--- config.mk ---
export PLATFORM = sky130hd
export DESIGN_NAME = cmpl_irq_coalescer
export DESIGN_NICKNAME = d
export VERILOG_FILES = /design/src/rtl/coal_pkg.sv /design/src/rtl/coal_regif.sv /design/src/rtl/coal_done_ctr.sv /design/src/rtl/coal_timer.sv /design/src/rtl/cmpl_irq_coalescer.sv
export SDC_FILE = /design/constraint.sdc
export NUM_CORES = 1
export LEC_CHECK = 0
export BUFFER_PORTS_ARGS = -buffer_cell sky130_fd_sc_hd__clkbuf_2
export CORE_MARGIN = 2
export CORE_UTILIZATION = 51
export CTS_CLUSTER_SIZE = 30
export DETAILED_ROUTE_END_ITERATION = 16
export PLACE_DENSITY_LB_ADDON = 0.12
export SKIP_CTS_REPAIR_TIMING = 1
export SYNTH_ARGS = -nofsm -noshare
export SYNTH_HDL_FRONTEND = slang
export SYNTH_SLANG_ARGS = --single-unit
export TNS_END_PERCENT = 5
--- constraint.sdc ---
create_clock -name clk -period 3.25 [get_ports clk]
set_clock_uncertainty 0.2 [all_clocks]
set_input_delay 0.4875 -clock clk [delete_from_list [all_inputs] [get_ports clk]]
set_output_delay 0.4875 -clock clk [all_outputs]
set_load 0.02 [all_outputs]
--- src/rtl/coal_pkg.sv ---
package coal_pkg;

  localparam int COAL_AW = 3;

  typedef enum logic [COAL_AW-1:0] {
    REG_COUNT   = 3'd0,
    REG_ACK     = 3'd1,
    REG_WAIT    = 3'd2,
    REG_ENA_SET = 3'd3,
    REG_ENA_CLR = 3'd4
  } coal_reg_e;

  // Pending count after one cycle: add the completion, remove the
  // acknowledged amount, clamp into [0, top_val].
  function automatic logic [31:0] count_next(input logic [31:0] cur,
                                             input logic        inc,
                                             input logic [31:0] dec,
                                             input logic [31:0] top_val);
    logic [32:0] up;
    up = {1'b0, cur} + {32'd0, inc};
    if ({1'b0, dec} >= up) return 32'd0;
    up = up - {1'b0, dec};
    if (up > {1'b0, top_val}) return top_val;
    return up[31:0];
  endfunction

  // Timer after one cycle: cleared on hold, else climbs to a ceiling.
  function automatic logic [31:0] timer_next(input logic [31:0] cur,
                                             input logic        hold,
                                             input logic [31:0] top_val);
    if (hold) return 32'd0;
    if (cur >= top_val) return top_val;
    return cur + 32'd1;
  endfunction

  // Interrupt condition from pending count, timer and thresholds.
  function automatic logic coalesce_due(input logic [31:0] cnt,
                                        input logic [31:0] tmr,
                                        input logic [31:0] nw,
                                        input logic [31:0] tw_cycles,
                                        input logic        tw_on);
    logic [31:0] nw_eff;
    nw_eff = (nw == 32'd0) ? 32'd1 : nw;
    if (cnt == 32'd0) return 1'b0;
    return (cnt >= nw_eff) || (tw_on && (tmr >= tw_cycles));
  endfunction

endpackage

--- src/rtl/coal_regif.sv ---
module coal_regif
  import coal_pkg::*;
#(
  parameter int DATA_W = 64,
  parameter int CNT_W  = 20,
  parameter int TW_W   = 16,
  parameter int TW_LSB = 32
) (
  input  logic               clk,
  input  logic               rst_n,
  input  logic               reg_wr_en,
  input  logic [COAL_AW-1:0] reg_addr,
  input  logic [DATA_W-1:0]  reg_wdata,
  input  logic [CNT_W-1:0]   cnt_q,
  output logic [DATA_W-1:0]  reg_rdata,
  output logic               ack_wr,
  output logic               cnt_wr,
  output logic               ena_set_wr,
  output logic               ena_clr_wr,
  output logic [CNT_W-1:0]   wr_cnt_field,
  output logic [CNT_W-1:0]   num_wait,
  output logic [TW_W-1:0]    time_wait,
  output logic               ena_q
);

  coal_reg_e sel;
  logic      wait_wr;
  logic      unused_wdata_bits;

  assign sel          = coal_reg_e'(reg_addr);
  assign ack_wr       = reg_wr_en && (sel == REG_ACK);
  assign cnt_wr       = reg_wr_en && (sel == REG_COUNT);
  assign wait_wr      = reg_wr_en && (sel == REG_WAIT);
  assign ena_set_wr   = reg_wr_en && (sel == REG_ENA_SET) && reg_wdata[0];
  assign ena_clr_wr   = reg_wr_en && (sel == REG_ENA_CLR) && reg_wdata[0];
  assign wr_cnt_field = reg_wdata[CNT_W-1:0];

  assign unused_wdata_bits = ^{reg_wdata[DATA_W-1:TW_LSB+TW_W],
                               reg_wdata[TW_LSB-1:CNT_W]};

  always_ff @(posedge clk or negedge rst_n) begin
    if (!rst_n) begin
      num_wait  <= '0;
      time_wait <= '0;
    end else if (wait_wr) begin
      num_wait  <= reg_wdata[CNT_W-1:0];
      time_wait <= reg_wdata[TW_LSB +: TW_W];
    end
  end

  always_ff @(posedge clk or negedge rst_n) begin
    if (!rst_n)          ena_q <= 1'b0;
    else if (ena_set_wr) ena_q <= 1'b1;
    else if (ena_clr_wr) ena_q <= 1'b0;
  end

  always_comb begin
    reg_rdata = '0;
    case (sel)
      REG_COUNT, REG_ACK: reg_rdata[CNT_W-1:0] = cnt_q;
      REG_WAIT: begin
        reg_rdata[CNT_W-1:0]       = num_wait;
        reg_rdata[TW_LSB +: TW_W]  = time_wait;
      end
      REG_ENA_SET, REG_ENA_CLR: reg_rdata[0] = ena_q;
      default: reg_rdata = '0;
    endcase
  end

endmodule

--- src/rtl/coal_done_ctr.sv ---
module coal_done_ctr
  import coal_pkg::*;
#(
  parameter int CNT_W = 20
) (
  input  logic             clk,
  input  logic             rst_n,
  input  logic             inc,
  input  logic             ack_wr,
  input  logic             cnt_wr,
  input  logic [CNT_W-1:0] wr_val,
  output logic [CNT_W-1:0] cnt_q,
  output logic             cnt_zero
);

  localparam logic [31:0] CNT_MAX = (32'd1 << CNT_W) - 32'd1;

  logic [31:0]      dec;
  logic [CNT_W-1:0] cnt_d;

  always_comb begin
    dec = ack_wr ? 32'(wr_val) : 32'd0;
    if (cnt_wr) cnt_d = wr_val;
    else        cnt_d = CNT_W'(count_next(32'(cnt_q), inc, dec, CNT_MAX));
  end

  always_ff @(posedge clk or negedge rst_n) begin
    if (!rst_n) cnt_q <= '0;
    else        cnt_q <= cnt_d;
  end

  assign cnt_zero = (cnt_q == '0);

endmodule

--- src/rtl/coal_timer.sv ---
module coal_timer
  import coal_pkg::*;
#(
  parameter int TMR_W = 26
) (
  input  logic             clk,
  input  logic             rst_n,
  input  logic             restart,
  input  logic             idle,
  output logic [TMR_W-1:0] tmr_q
);

  localparam logic [31:0] TMR_MAX = (32'd1 << TMR_W) - 32'd1;

  logic [TMR_W-1:0] tmr_d;

  assign tmr_d = TMR_W'(timer_next(32'(tmr_q), restart || idle, TMR_MAX));

  always_ff @(posedge clk or negedge rst_n) begin
    if (!rst_n) tmr_q <= '0;
    else        tmr_q <= tmr_d;
  end

endmodule

--- src/rtl/cmpl_irq_coalescer.sv ---
module cmpl_irq_coalescer
  import coal_pkg::*;
#(
  parameter int DATA_W    = 64,
  parameter int CNT_W     = 20,
  parameter int TW_W      = 16,
  parameter int TW_LSB    = 32,
  parameter int UNIT_LOG2 = 10
) (
  input  logic               clk,
  input  logic               rst_n,
  input  logic               cmpl_valid,
  input  logic               cmpl_want_irq,
  input  logic               reg_wr_en,
  input  logic [COAL_AW-1:0] reg_addr,
  input  logic [DATA_W-1:0]  reg_wdata,
  output logic [DATA_W-1:0]  reg_rdata,
  output logic               irq
);

  localparam int TMR_W = TW_W + UNIT_LOG2;

  logic             ack_wr, cnt_wr, ena_set_wr, ena_clr_wr, ena_q;
  logic             cnt_zero, cmpl_inc, cond;
  logic [CNT_W-1:0] wr_cnt_field, num_wait, cnt_q;
  logic [TW_W-1:0]  time_wait;
  logic [TMR_W-1:0] tmr_q;
  logic [31:0]      tw_cycles;

  assign cmpl_inc = cmpl_valid && cmpl_want_irq;

  coal_regif #(
    .DATA_W(DATA_W), .CNT_W(CNT_W), .TW_W(TW_W), .TW_LSB(TW_LSB)
  ) u_regif (
    .clk(clk), .rst_n(rst_n),
    .reg_wr_en(reg_wr_en), .reg_addr(reg_addr), .reg_wdata(reg_wdata),
    .cnt_q(cnt_q), .reg_rdata(reg_rdata),
    .ack_wr(ack_wr), .cnt_wr(cnt_wr),
    .ena_set_wr(ena_set_wr), .ena_clr_wr(ena_clr_wr),
    .wr_cnt_field(wr_cnt_field), .num_wait(num_wait),
    .time_wait(time_wait), .ena_q(ena_q)
  );

  coal_done_ctr #(.CNT_W(CNT_W)) u_ctr (
    .clk(clk), .rst_n(rst_n), .inc(cmpl_inc),
    .ack_wr(ack_wr), .cnt_wr(cnt_wr), .wr_val(wr_cnt_field),
    .cnt_q(cnt_q), .cnt_zero(cnt_zero)
  );

  coal_timer #(.TMR_W(TMR_W)) u_tmr (
    .clk(clk), .rst_n(rst_n),
    .restart(ack_wr || cnt_wr), .idle(cnt_zero),
    .tmr_q(tmr_q)
  );

  assign tw_cycles = 32'(time_wait) << UNIT_LOG2;
  assign cond = coalesce_due(32'(cnt_q), 32'(tmr_q), 32'(num_wait),
                             tw_cycles, time_wait != '0);
  assign irq  = ena_q && cond;

endmodule

Word-level counts from Yosys, hierarchy flattened
Cells that the tools add are included.

Bits of input ports: 72. Word-level logic and storage cells: 64. Bits in registers: 83. Output and inout bits: 65.

Muxes and demuxes: 27. Reductions and logical operators: 20. $lt $le $gt $ge: 5. Equal/unequal tests: 4. Add/sub/neg operators: 3.

Operator list (count): 2-to-1 mux 20 bit (7); 2-to-1 mux 26 bit (4); logical NOT 20 bit (2); one-hot mux 19 bit (2 select lines) (1); >= comparator 32 x 33 -> 1 bit (1); greater-than comparator 33 x 20 -> 1 bit, second input constant (1); adder 26 x 1 -> 26 bit, second input constant (1); >= comparator 26 bit (1); >= comparator 26 bit, second input constant (1); subtractor 21 x 20 -> 22 bit (1); adder 20 x 1 -> 21 bit (1); >= comparator 20 bit (1); 2-to-1 mux 16 bit (1); nonzero test 16 bit (1); 2-to-1 mux 1 bit (13); logical AND 1 bit (10); == test 3 x 2 -> 1 bit, second input constant (2); OR reduction 2 bit (2); == test 3 x 1 -> 1 bit, second input constant (1); == test 3 bit, second input constant (1); logical NOT 3 bit (1); logical OR 1 bit (3); one-hot mux 1 bit (3 select lines) (1); nonzero test 2 bit (1).

Depth between registers and ports, before layout
Depth after elaboration: 11. Gate-level depth with buffers: 19. Depth with buffers taken out: 18.

Modules after synthesis
A second synthesis with hierarchy kept.

Cells, all modules: 876. Area, all modules: 7737.4 um^2.

By module, submodules not included: coal_done_ctr (area each 2812.7 um^2, cells each 348, instances 1, seq. area each 500.5 um^2); coal_regif (area each 2423.6 um^2, cells each 227, instances 1, seq. area each 925.9 um^2); coal_timer (area each 1437.6 um^2, cells each 152, instances 1, seq. area each 650.6 um^2); cmpl_irq_coalescer (area each 1063.5 um^2, cells each 149, instances 1, seq. area each 0.0 um^2).

Worst setup path after synthesis
OpenSTA, ideal clock, no wires.

Path type: in2reg. Start: input reg_addr[1]. End: register u_ctr.cnt_q[11]. Slack: -0.685 ns. Setup time: 0.119 ns. Arrival: 3.617 ns. Buffers on the path: 2. Stages on the path: 15. Data required time: 2.931 ns. Path through: nor2_1 nand2_1 nor2_1 clkbuf_1 nand2_1 fa_1 a21o_1 a221o_1 a31oi_4 o21ai_2 a2111oi_4 a211oi_2 buf_6 o21ai_1 nand2_1.

Cells in the longest elaborated chain, start to end: 11. Elaborated cells on any way between the ends: 17. Those cells by class: 1 x add/sub; 2 x order compare; 1 x eq/ne; 10 x mux; 3 x reduce/logical.

RTL lines: from (decl) (line cmpl_irq_coalescer.sv:15) `input logic [COAL_AW-1:0] reg_addr,`; == test 3 x 1 -> 1 bit (line coal_regif.sv:31) `assign ack_wr = reg_wr_en && (sel == REG_ACK);`; logical AND 1 bit (line coal_regif.sv:31); 2-to-1 mux 20 bit (line coal_done_ctr.sv:22) `dec = ack_wr ? 32'(wr_val) : 32'd0;`; subtractor 21 x 20 -> 22 bit (line coal_pkg.sv:22) `up = up - {1'b0, dec};`; greater-than comparator 33 x 20 -> 1 bit (line coal_pkg.sv:23) `if (up > {1'b0, top_val}) return top_val;`; 2-to-1 mux 1 bit (line coal_pkg.sv:23); 2-to-1 mux 1 bit (line coal_pkg.sv:22); 2-to-1 mux 1 bit (line coal_done_ctr.sv:23) `if (cnt_wr) cnt_d = wr_val;`; 2-to-1 mux 20 bit (line coal_pkg.sv:24) `return up[31:0];`; 2-to-1 mux 20 bit (line coal_pkg.sv:22); 2-to-1 mux 20 bit * (line coal_done_ctr.sv:23); net u_ctr.cnt_d[11] (line coal_done_ctr.sv:19) `logic [CNT_W-1:0] cnt_d;`; to (signal assigned) (line coal_done_ctr.sv:29) `else cnt_q <= cnt_d;`; to (decl) (line coal_done_ctr.sv:12) `output logic [CNT_W-1:0] cnt_q,`.

Mark *: on every way through the listed nets, which the timed path passes. The rest lies on a longest branch. The select of a mux whose other input is x is not followed. A chain may end at the register's enable or synchronous reset.

Final worst setup path
Start: input cmpl_want_irq. End: register u_ctr.cnt_q[12].

Cells in the longest elaborated chain, start to end: 10. Elaborated cells on any way between the ends: 14. Those cells by class: 2 x add/sub; 2 x order compare; 9 x mux; 1 x reduce/logical.

RTL lines: from (decl) (line cmpl_irq_coalescer.sv:13) `input logic cmpl_want_irq,`; logical AND 1 bit * (line cmpl_irq_coalescer.sv:30) `assign cmpl_inc = cmpl_valid && cmpl_want_irq;`; adder 20 x 1 -> 21 bit * (line coal_pkg.sv:20) `up = {1'b0, cur} + {32'd0, inc};`; subtractor 21 x 20 -> 22 bit (line coal_pkg.sv:22); greater-than comparator 33 x 20 -> 1 bit (line coal_pkg.sv:23); 2-to-1 mux 1 bit (line coal_pkg.sv:23); 2-to-1 mux 1 bit (line coal_pkg.sv:22); 2-to-1 mux 1 bit (line coal_done_ctr.sv:23); 2-to-1 mux 20 bit (line coal_pkg.sv:24); 2-to-1 mux 20 bit * (line coal_pkg.sv:22); 2-to-1 mux 20 bit * (line coal_done_ctr.sv:23); net u_ctr.cnt_d[12] (line coal_done_ctr.sv:19).

Marked as above.

==> out/qor.yml <==
routing:
  postRouteAntennaNets: 0
  via_per_inst: 5.46
  post_drt_wl_per_cell_um: 16.3
  dr.pass1.iters: 5
  drc: 0
  first_iter_violations: 498
  vias: 6896
  drt_wl_total_mm: 20.5
setup_path:
  cpPeakStageDelay_ns: 0.42
  critPathArrivalTime_ns: 3.76
  crit_path_end_kind: "flop"
  worstPathCellList: "clkbuf_2 -> and2_1 -> ha_4 -> nand2_2 -> nor3_2 -> buf_4 -> nand3_4 -> xnor2_4 -> ha_4 -> a211oi_2 -> nor2_2 -> o41ai_2 -> o21ai_2 -> and3_4 -> a211oi_4 -> clkbuf_16 -> o21ai_2 -> nand2_1"
  critPathKind: "in2reg"
  critPathBufInv: 3
  path_max_fanout: 5
  cp_slowest_cell: "a211oi_4"
  crit_cells: 18
  crit_family: "compound AO/OA/AOI/OAI gates"
  reg2reg_depth: 16
  startpoint_type: "input pin"
  cp.required_ns: 3.33
timing:
  hold_violations: 0
  whs_ns: 0.141
  rsz0062_at_grt: "true"
  fin_ws_ns: -0.440
  max_freq_mhz: 271
  period_minus_slack_ns: 3.69
  fin_crit_sh: 1.14
  drv_slew: 0
  tightest_slew_ns: 0.557
  slew_headroom: 0.629
  setup_viol: 21
clock_network:
  cts_sinks: 83
  clock_latency_ns: 0.35
  clockBufferDepth: 2
  clk_pin_slew_worst_paths_ns: 0.07
  htree_levels: 3
  cts_tree: "built"
  root_buffer: "clkbuf_16"
  cts_inserted_buffers: 9
run:
  cap_violations: 0
placement:
  globalplace.congestion: 0.922
  numPortBuffers: 80
  dp_slack_ns: -0.824
  dp_hpwl_mm: 15.5
  place_area_um2: 8510
pwr:
  ir_drop_mv: 0.485
  p_clk_frac: 0.153
  leakage_nw: 4.74
  p_per_area_nw_per_um2: 752
  p_int_mw: 4.00
  p_sw_mw: 3.00
  seq_power_share: 0.223
  netSwitchingFraction: 0.429
  pwr-share-comb: 0.624
  power_mw: 7.00
floorplanning:
  ios: 137
  initial_utilization: 0.526
  core_area_um2: 13300
  rows: 42
  dieArea_um2: 14700
  dieHeight_um: 121
  die_x_um: 121
logic_synthesis:
  synth_seq_cells: 83
  yosysSeqAreaShare: 0.297
  yosysWarnings: 0
  ys.flop_type: "dfrtp_1"
  synthSimpleGateAreaFrac: 0.200
  synth_top_family_by_area: "simple AND/OR/NAND/NOR gates"
  synth_compound_area_frac: 0.181
  syn_avg_cell_area_um2: 8.10
  synth_mux_area_frac: 0.00466
  yosysUniqueCellTypes: 60
  synth.area.top_cells: "dfrtp_1 30%, ha_1 14%, nand2_1 6.9%"
  synthAdderAreaFrac: 0.146
  yosysMostFrequentCell: "nand2_1"
  synth_xor_area_frac: 0.0714
  postSynthCellCount: 863
  synth_edf_count: 0
  syn_area_um2: 6990
  synth_top_area_share: 0.297
  synthArstFlopShare: 1.00
  yosys-top-cells-count: "128 x nand2_1, 94 x inv_1, 83 x dfrtp_1, 80 x ha_1, 61 x o21ai_0"
  yosys.area.top_type: "dfrtp_1"
layout:
  nFillCells: 1100
  area_growth_pct: 33.3
  fin_nets: 1234
  final_area_um2: 9310
  multi_input_area_um2: 4690
  final_util: 0.700
  drive_gt1_frac: 0.297
  seq_area_um2: 2080
  diodes: 0
hold_path:
  hold_path_depth: 3
  hold_class: "in2reg"
global_route:
  overflow: 0
  grt_usage: 0.272
  grt_pass1_vias: 6273
  grt_max_degree: 50
  grt_pass1_wl_mm: 31.2
  antenna_found_initial: 0
outcome:
  violations: "negative setup slack"
  status: "finished with violations"
-- through the flow --
stage               TNS [ns]  instances
finish                 -8.07       1262
detailed placement    -16.00       1230
global placement      -14.16       1230
floorplan              -9.25        890
CTS                    -9.80       1246
global route          -11.17       1262
-- state kept, by name, indices dropped and copies added (netlist names) --
signal and count:
u_regif.ena_q 1, u_regif.num_wait 20, u_regif.time_wait 16, u_ctr.cnt_q 20, u_tmr.tmr_q 26
-- metal layers --
metal,part of all wire,up-vias,track usage
met1,0.44,3263,0.387
met5,0,-,0
met3,0.080,35,0.0470
met4,0.020,0,0.0690
li1,-,3334,-
met2,0.46,264,0.427
-- path summary, 6_finish.rpt --
path                                                     endpoint  slack [ns]                     start
worst max-delay path                    u_ctr.cnt_q[12]$_DFF_PN0_       -0.44             cmpl_want_irq
worst min-delay path            u_regif.time_wait[10]$_DFFE_PN0P_        0.14             reg_wdata[42]
worst max register to register          u_ctr.cnt_q[12]$_DFF_PN0_       -0.44  u_ctr.cnt_q[0]$_DFF_PN0_
worst min register to register           u_tmr.tmr_q[0]$_DFF_PN0_        0.35  u_tmr.tmr_q[0]$_DFF_PN0_
max in group asynchronous               u_tmr.tmr_q[24]$_DFF_PN0_        1.76                     rst_n
min in group asynchronous               u_ctr.cnt_q[16]$_DFF_PN0_        0.47                     rst_n
-- area by class of cell --
class | count | area share
Multi-Input combinational cell | 658 | 0.504
Sequential cell | 83 | 0.223
Clock inverter | 7 | 0.00873
Clock buffer | 9 | 0.0242
Inverter | 94 | 0.0379
Tap cell | 176 | 0.0236
Timing Repair Buffer | 235 | 0.179
-- cell families after synthesis --
family	count (synthesis)
AOI/OAI and AO/OA	202
xor gates and xnor gates	57
adders and majority gates	81
buffers and inverters	149
DFF	83
muxes	3
other	1
and+or+nand+nor	287
-- power groups by stage --
stage	clock network, mW	registers (mW)	logic, mW
2_1_floorplan	0	1.54	2.26
3_3_place_gp	0	1.55	3.77
3_5_place_dp	0	1.55	3.82
4_1_cts	1.08	1.53	3.85
5_1_grt	1.13	1.58	4.78
6_report	1.07	1.56	4.37
-- layout by cell type (no fill, tap or decap), types with 17 or more instances in the layout --
master / Yosys / routed
nor2_1: 38 / 32
buf_4: 28 / 148
o21ai_0: 61 / 56
o21ai_1: 21 / 18
and3_1: 17 / 17
a21oi_1: 52 / 51
nand2_1: 128 / 123
ha_1: 80 / 71
inv_1: 94 / 93
conb_1: 1 / 28
clkbuf_2: 0 / 78
xnor2_1: 28 / 23
a22o_1: 19 / 19
dfrtp_1: 83 / 83
nand3_1: 26 / 24
and2_1: 20 / 19
xor2_1: 29 / 26
-- worst min-delay path, cell delays in order --
cell and delay, ns:
clkbuf_2 0.07, nand2_1 0.03, o21ai_0 0.05
Note: power is estimated with default switching activity, not from simulation.
